### src/rtl/irq_prio_pkg.sv
package irq_prio_pkg;

    // Default register offsets (byte addresses)
    localparam logic [7:0] OFS_PEND_DEF  = 8'h48;
    localparam logic [7:0] OFS_MASK_DEF  = 8'h4C;
    localparam logic [7:0] OFS_CLR_DEF   = 8'h50;
    localparam logic [7:0] OFS_FRC_DEF   = 8'h54;
    localparam logic [7:0] OFS_TEST_DEF  = 8'hD0;

    // Which register a bus address selects
    typedef enum logic [2:0] {
        RSEL_NONE,
        RSEL_PEND,
        RSEL_MASK,
        RSEL_CLR,
        RSEL_FRC,
        RSEL_TEST
    } regsel_e;

endpackage

### src/rtl/irq_regfile.sv
module irq_regfile
    import irq_prio_pkg::*;
#(
    parameter int         NSRC     = 15,
    parameter int         AW       = 8,
    parameter int         DW       = 32,
    parameter int         TEST_BIT = 19,
    parameter logic [7:0] OFS_PEND = OFS_PEND_DEF,
    parameter logic [7:0] OFS_MASK = OFS_MASK_DEF,
    parameter logic [7:0] OFS_CLR  = OFS_CLR_DEF,
    parameter logic [7:0] OFS_FRC  = OFS_FRC_DEF,
    parameter logic [7:0] OFS_TEST = OFS_TEST_DEF
) (
    input  logic            clk,
    input  logic            rst_n,
    input  logic            bus_sel,
    input  logic            bus_we,
    input  logic [AW-1:0]   bus_addr,
    input  logic [DW-1:0]   bus_wdata,
    output logic [DW-1:0]   bus_rdata,
    input  logic [NSRC:0]   pend_i,
    output logic [NSRC:0]   mask_o,
    output logic            test_en_o,
    output logic [NSRC:0]   clr_vec_o,
    output logic [NSRC:0]   frc_vec_o
);

    localparam int VW = NSRC + 1;

    // Bit 0 is never a source
    localparam logic [NSRC:0] VALID = {{NSRC{1'b1}}, 1'b0};

    typedef struct packed {
        logic [NSRC:0] mask;
        logic          test_en;
    } rf_state_t;

    rf_state_t st_d, st_q;
    regsel_e   rsel;
    logic      wr;

    // Address decode
    always_comb begin
        rsel = RSEL_NONE;
        if (bus_addr == AW'(OFS_PEND)) rsel = RSEL_PEND;
        if (bus_addr == AW'(OFS_MASK)) rsel = RSEL_MASK;
        if (bus_addr == AW'(OFS_CLR))  rsel = RSEL_CLR;
        if (bus_addr == AW'(OFS_FRC))  rsel = RSEL_FRC;
        if (bus_addr == AW'(OFS_TEST)) rsel = RSEL_TEST;
    end

    assign wr = bus_sel && bus_we;

    // Next state, clear/force strobes and read data
    always_comb begin
        st_d      = st_q;
        clr_vec_o = '0;
        frc_vec_o = '0;
        bus_rdata = '0;

        if (wr) begin
            case (rsel)
                RSEL_MASK: st_d.mask    = bus_wdata[NSRC:0] & VALID;
                RSEL_TEST: st_d.test_en = bus_wdata[TEST_BIT];
                RSEL_CLR:  clr_vec_o    = bus_wdata[NSRC:0] & VALID;
                RSEL_FRC:  begin
                    if (st_q.test_en) frc_vec_o = bus_wdata[NSRC:0] & VALID;
                end
                default: ;
            endcase
        end

        if (bus_sel && !bus_we) begin
            case (rsel)
                RSEL_PEND: bus_rdata = DW'(pend_i & VALID);
                RSEL_MASK: bus_rdata = DW'(st_q.mask);
                RSEL_TEST: bus_rdata[TEST_BIT] = st_q.test_en;
                default:   bus_rdata = '0;
            endcase
        end
    end

    always_ff @(posedge clk) begin
        if (!rst_n) begin
            st_q.mask    <= VALID;
            st_q.test_en <= 1'b0;
        end else begin
            st_q <= st_d;
        end
    end

    assign mask_o    = st_q.mask;
    assign test_en_o = st_q.test_en;

    // VW is kept for readability of derived widths
    logic [VW-1:0] unused_vw;
    assign unused_vw = '0;

endmodule

### src/rtl/irq_pend_capture.sv
module irq_pend_capture #(
    parameter int NSRC = 15,
    parameter int LVW  = $clog2(NSRC + 1)
) (
    input  logic            clk,
    input  logic            rst_n,
    input  logic [NSRC:0]   src_i,
    input  logic [NSRC:0]   clr_vec_i,
    input  logic [NSRC:0]   frc_vec_i,
    input  logic            ack_valid,
    input  logic [LVW-1:0]  ack_level,
    output logic [NSRC:0]   pend_o,
    output logic [NSRC:0]   edge_o,
    output logic [NSRC:0]   set_vec_o
);

    typedef struct packed {
        logic [NSRC:0] src;
        logic [NSRC:0] pend;
    } cap_state_t;

    cap_state_t    st_d, st_q;
    logic [NSRC:0] ack_vec;
    logic [NSRC:0] kill_vec;

    // One-hot decode of the acknowledged level; bit 0 never decodes
    assign ack_vec[0] = 1'b0;
    for (genvar i = 1; i <= NSRC; i++) begin : g_ack
        assign ack_vec[i] = ack_valid && (ack_level == LVW'(i));
    end

    always_comb begin
        edge_o        = src_i & ~st_q.src;
        edge_o[0]     = 1'b0;
        set_vec_o     = edge_o | frc_vec_i;
        set_vec_o[0]  = 1'b0;
        kill_vec      = clr_vec_i | ack_vec;

        st_d.src      = src_i;
        // The set side is applied last, so it wins over a clear
        st_d.pend     = (st_q.pend & ~kill_vec) | set_vec_o;
        st_d.pend[0]  = 1'b0;
    end

    always_ff @(posedge clk) begin
        if (!rst_n) begin
            st_q.src  <= '0;
            st_q.pend <= '0;
        end else begin
            st_q <= st_d;
        end
    end

    assign pend_o = st_q.pend;

endmodule

### src/rtl/irq_prio_enc.sv
module irq_prio_enc #(
    parameter int NSRC = 15,
    parameter int LVW  = $clog2(NSRC + 1)
) (
    input  logic [NSRC:0]   pend_i,
    input  logic [NSRC:0]   mask_i,
    output logic            req_o,
    output logic [LVW-1:0]  level_o
);

    logic [NSRC:0] active;

    always_comb begin
        active    = pend_i & ~mask_i;
        active[0] = 1'b0;
        level_o   = '0;
        // Scan upward so the highest active number is the one kept
        for (int i = 1; i <= NSRC; i++) begin
            if (active[i]) level_o = LVW'(i);
        end
        req_o = |active;
    end

endmodule

### src/rtl/irq_prio_ctrl.sv
module irq_prio_ctrl
    import irq_prio_pkg::*;
#(
    parameter int         NSRC      = 15,
    parameter int         LVW       = $clog2(NSRC + 1),
    parameter int         AW        = 8,
    parameter int         DW        = 32,
    parameter int         TEST_BIT  = 19,
    parameter int         TTW       = 8,
    parameter logic [7:0] TRAP_BASE = 8'h10
) (
    input  logic            clk,
    input  logic            rst_n,
    input  logic            bus_sel,
    input  logic            bus_we,
    input  logic [AW-1:0]   bus_addr,
    input  logic [DW-1:0]   bus_wdata,
    output logic [DW-1:0]   bus_rdata,
    input  logic [NSRC:0]   src_in,
    input  logic            ack_valid,
    input  logic [LVW-1:0]  ack_level,
    output logic            irq_req,
    output logic [LVW-1:0]  irq_level,
    output logic [TTW-1:0]  trap_type
);

    logic [NSRC:0] pend_q;
    logic [NSRC:0] mask_q;
    logic          test_en;
    logic [NSRC:0] clr_vec;
    logic [NSRC:0] frc_vec;
    logic [NSRC:0] edge_vec;
    logic [NSRC:0] set_vec;

    irq_regfile #(
        .NSRC     (NSRC),
        .AW       (AW),
        .DW       (DW),
        .TEST_BIT (TEST_BIT)
    ) u_regs (
        .clk       (clk),
        .rst_n     (rst_n),
        .bus_sel   (bus_sel),
        .bus_we    (bus_we),
        .bus_addr  (bus_addr),
        .bus_wdata (bus_wdata),
        .bus_rdata (bus_rdata),
        .pend_i    (pend_q),
        .mask_o    (mask_q),
        .test_en_o (test_en),
        .clr_vec_o (clr_vec),
        .frc_vec_o (frc_vec)
    );

    irq_pend_capture #(
        .NSRC (NSRC),
        .LVW  (LVW)
    ) u_cap (
        .clk       (clk),
        .rst_n     (rst_n),
        .src_i     (src_in),
        .clr_vec_i (clr_vec),
        .frc_vec_i (frc_vec),
        .ack_valid (ack_valid),
        .ack_level (ack_level),
        .pend_o    (pend_q),
        .edge_o    (edge_vec),
        .set_vec_o (set_vec)
    );

    irq_prio_enc #(
        .NSRC (NSRC),
        .LVW  (LVW)
    ) u_enc (
        .pend_i  (pend_q),
        .mask_i  (mask_q),
        .req_o   (irq_req),
        .level_o (irq_level)
    );

    assign trap_type = irq_req ? (TTW'(TRAP_BASE) + TTW'(irq_level)) : '0;

endmodule

### config.mk
export PLATFORM = sky130hd
export DESIGN_NAME = irq_prio_ctrl
export DESIGN_NICKNAME = d
export VERILOG_FILES = /design/src/rtl/irq_prio_pkg.sv /design/src/rtl/irq_regfile.sv /design/src/rtl/irq_pend_capture.sv /design/src/rtl/irq_prio_enc.sv /design/src/rtl/irq_prio_ctrl.sv
export SDC_FILE = /design/constraint.sdc
export NUM_CORES = 1
export LEC_CHECK = 0
export ABC_AREA = 1
export ABC_CLOCK_PERIOD_IN_PS = 2000
export CORE_MARGIN = 4
export CORE_UTILIZATION = 43
export CTS_CLUSTER_SIZE = 28
export DETAILED_ROUTE_END_ITERATION = 10
export PLACE_DENSITY_LB_ADDON = 0.3
export REMOVE_ABC_BUFFERS = 1
export SYNTH_ARGS = -nofsm -noshare
export SYNTH_HDL_FRONTEND = slang
export SYNTH_SLANG_ARGS = --single-unit
### constraint.sdc
create_clock -name clk -period 2 [get_ports clk]
set_clock_uncertainty 0.1 [all_clocks]
set_input_delay 0.2 -clock clk [delete_from_list [all_inputs] [get_ports clk]]
set_output_delay 0.2 -clock clk [all_outputs]
set_load 0.01 [all_outputs]
==> results.json <==
{
  "overflow": 0,
  "die_w_um": 86.7,
  "cts_hold_buf": 0,
  "nets": 557,
  "dp.final_hpwl_mm": 6.01,
  "clock-sinks": 46,
  "synth_fa_ha_area_frac": 0,
  "critical_path_class": "reg -> out",
  "timing.final.hold_violations": 0,
  "syn_inst": 386,
  "grt_max_degree": 46,
  "syn2layout_area_growth_pct": 44.3,
  "start_kind": "register",
  "cts_made_buffers": 5,
  "placed_cells": 554,
  "portBuffers": 73,
  "rsz0062_at_grt": "true",
  "seq_area_um2": 935,
  "antenna_found_initial": 0,
  "yosysTopAreaCell": "dfxtp_1",
  "critPathMaxFanout": 2,
  "vdd_drop_max_mv": 0.344,
  "synth.cell_area_um2": 2660,
  "cts_tree": "yes",
  "synth.top_cell.area_share": 0.346,
  "synth.distinct_cells": 27,
  "netlist_top_cells_count": "114 x nand2_1, 75 x inv_1, 46 x dfxtp_1, 34 x o221ai_1, 23 x buf_4",
  "track_usage": 0.219,
  "end_kind": "output pin",
  "preCtsSetupSlack_ps": -358,
  "totalWireLength_mm": 8.65,
  "core_um2": 5960,
  "viasPerCell": 5.13,
  "wl_per_cell_um": 15.2,
  "ys_ff_latch": 46,
  "p_leak_nw": 2.02,
  "finalMaxSlewViolations": 0,
  "synth_top_family_by_area": "simple AND/OR/NAND/NOR gates",
  "drive_gt1_frac": 0.254,
  "status": "complete, no violations",
  "diodes": 0,
  "synth-xor-area-share": 0,
  "clk_latency_ps": 300,
  "synth-warning-count": 0,
  "clk_pin_slew_worst_paths_ps": 90,
  "multi_input_area_um2": 1400,
  "rows": 28,
  "fin_util": 0.645,
  "gp_congestion": 0.865,
  "yosysSeqAreaShare": 0.346,
  "cts_buffer_depth": 2,
  "synth_edf_count": 0,
  "route.detailed.drc": 0,
  "ant_nets": 0,
  "synth_compound_area_frac": 0.198,
  "cp.required_ps": 1700,
  "synthMuxAreaShare": 0,
  "die_h_um": 86.7,
  "fmaxAchievable_mhz": 515,
  "finalNonFillerCells": 568,
  "cts_root_buf": "clkbuf_8",
  "setup_ws_ps": 59.9,
  "synthArstFlopShare": 0,
  "via_count": 2915,
  "yosys.area_share.simple": 0.256,
  "min_period_ps": 1940,
  "grt_pass1_vias": 2811,
  "firstDrtPassIters": 5,
  "start_util": 0.447,
  "arrival_ps": 1640,
  "avgSynthCellArea_um2": 6.89,
  "synthTopCellsByArea": "dfxtp_1 35%, nand2_1 16%, o221ai_1 11%",
  "die_area_um2": 7510,
  "n_fill_cell": 555,
  "synth_most_common_cell": "nand2_1",
  "ios": 110,
  "drtIter0Drc": 187,
  "htree_levels": 2,
  "synth_ff_type": "dfxtp_1",
  "cap_viol_max_count": 0,
  "hp-class": "in -> reg",
  "setup_viol": 0,
  "post-route-period-util": 0.970,
  "power_density_nw_per_um2": 499,
  "grt_pass1_wl_mm": 13.0
}
cell usage in the layout, fill, tap and decap left out, types with 5 or more instances in the layout:
master           synthesis  routed
dfxtp_1                 46      35
nand4_1                 15      15
dfxtp_2                  0      11
o221ai_1                34      34
dlygate4sd2_1            0       6
clkbuf_8                 0       6
buf_2                    4      15
nand2_1                114      99
o21ai_0                  6       6
conb_1                   1      19
clkdlybuf4s50_1          0      46
nor2_1                  12       7
nand2_2                  2      15
inv_1                   75      72
buf_4                   23      37
nor2_4                   0       5
a21oi_1                 20      16
critical path, cell delays in order (launching register included):
cell and delay (ps):
dfxtp_2 350, inv_2 50, nor2_4 80, nand2_1 60, nand2_1 50, nand2_1 40, nand2_1 50, nand2_1 50
nand2_1 60, nand2_1 50, nand2_1 50, nand2_1 50, nand2_1 60, nand2_1 50, nand2_1 60, nand2_2 60
nand2_1 50, buf_2 120
stage by stage:
step | TNS [ps] | power [mW] | area [um2] | hold slack, ps
2_1_floorplan | 0 | 1.12 | 2490 | 179
3_3_place_gp | -7270 | 1.31 | 3650 | 380
3_5_place_dp | -7620 | 1.32 | 3650 | 393
4_1_cts | 0 | 1.91 | 3740 | 336
5_1_grt | -309 | 1.99 | 3840 | 346
6_report | 0 | 1.92 | 3840 | 338
repair_timing:
item	4_1_cts	5_1_grt
cloned	0	1
gates resized for setup	88	51
setup endpoints to repair	26	22
setup buffers	2	4
pin swaps	2	9
path summary, 6_finish.rpt:
path,start,endpoint,slack (ps),cells past startpoint
worst min register to register,u_regs.test_en_o$_SDFFE_PN0P_,u_regs.test_en_o$_SDFFE_PN0P_,420,2
worst max register to register,u_regs.test_en_o$_SDFFE_PN0P_,u_cap.pend_o[1]$_SDFF_PN0_,900,5
worst max-delay path,u_cap.pend_o[1]$_SDFF_PN0_,irq_level[0],60,17
worst min-delay path,src_in[6],u_cap.st_q[22]$_SDFF_PN0_,340,3
cells by family (layout without fill, tap and decap cells):
logic type / Yosys count / count (layout)
and+or+nand+nor: 155 / 155
AOI/OAI and AO/OA: 72 / 72
buffers and inverters: 112 / 201
other: 1 / 19
DFF: 46 / 46
final cells by class:
cell class,instances,area share
multi-input cells,246,0.363
repair buffers,117,0.270
flip-flops and latches,46,0.243
inverters,76,0.0750
well taps,75,0.0244
clock buffers,7,0.0225
clock inverters,1,0.00130
registers in the layout, summed over array words and instances, names as in the netlist:
| signal | flops |
|---|---|
| u_cap.pend_o | 15 |
| u_cap.st_q | 15 |
| u_regs.mask_o | 15 |
| u_regs.test_en_o | 1 |
layer usage:
layer  vias to the layer above  share of wire  GRT usage
met4                         0          0.014     0.0751
li1                       1438              -          -
met5                         -              0          0
met2                       128           0.49      0.375
met3                        17          0.079     0.0542
met1                      1332           0.41      0.268
power by group:
part	leakage (nW)	internal, mW	switching, mW	total, mW
registers	0.375	0.956	0.0257	0.982
logic	1.60	0.167	0.168	0.335
clock network	0.0482	0.279	0.319	0.599
total	2.02	1.40	0.513	1.92
Note: power is estimated with default switching activity, not from simulation.
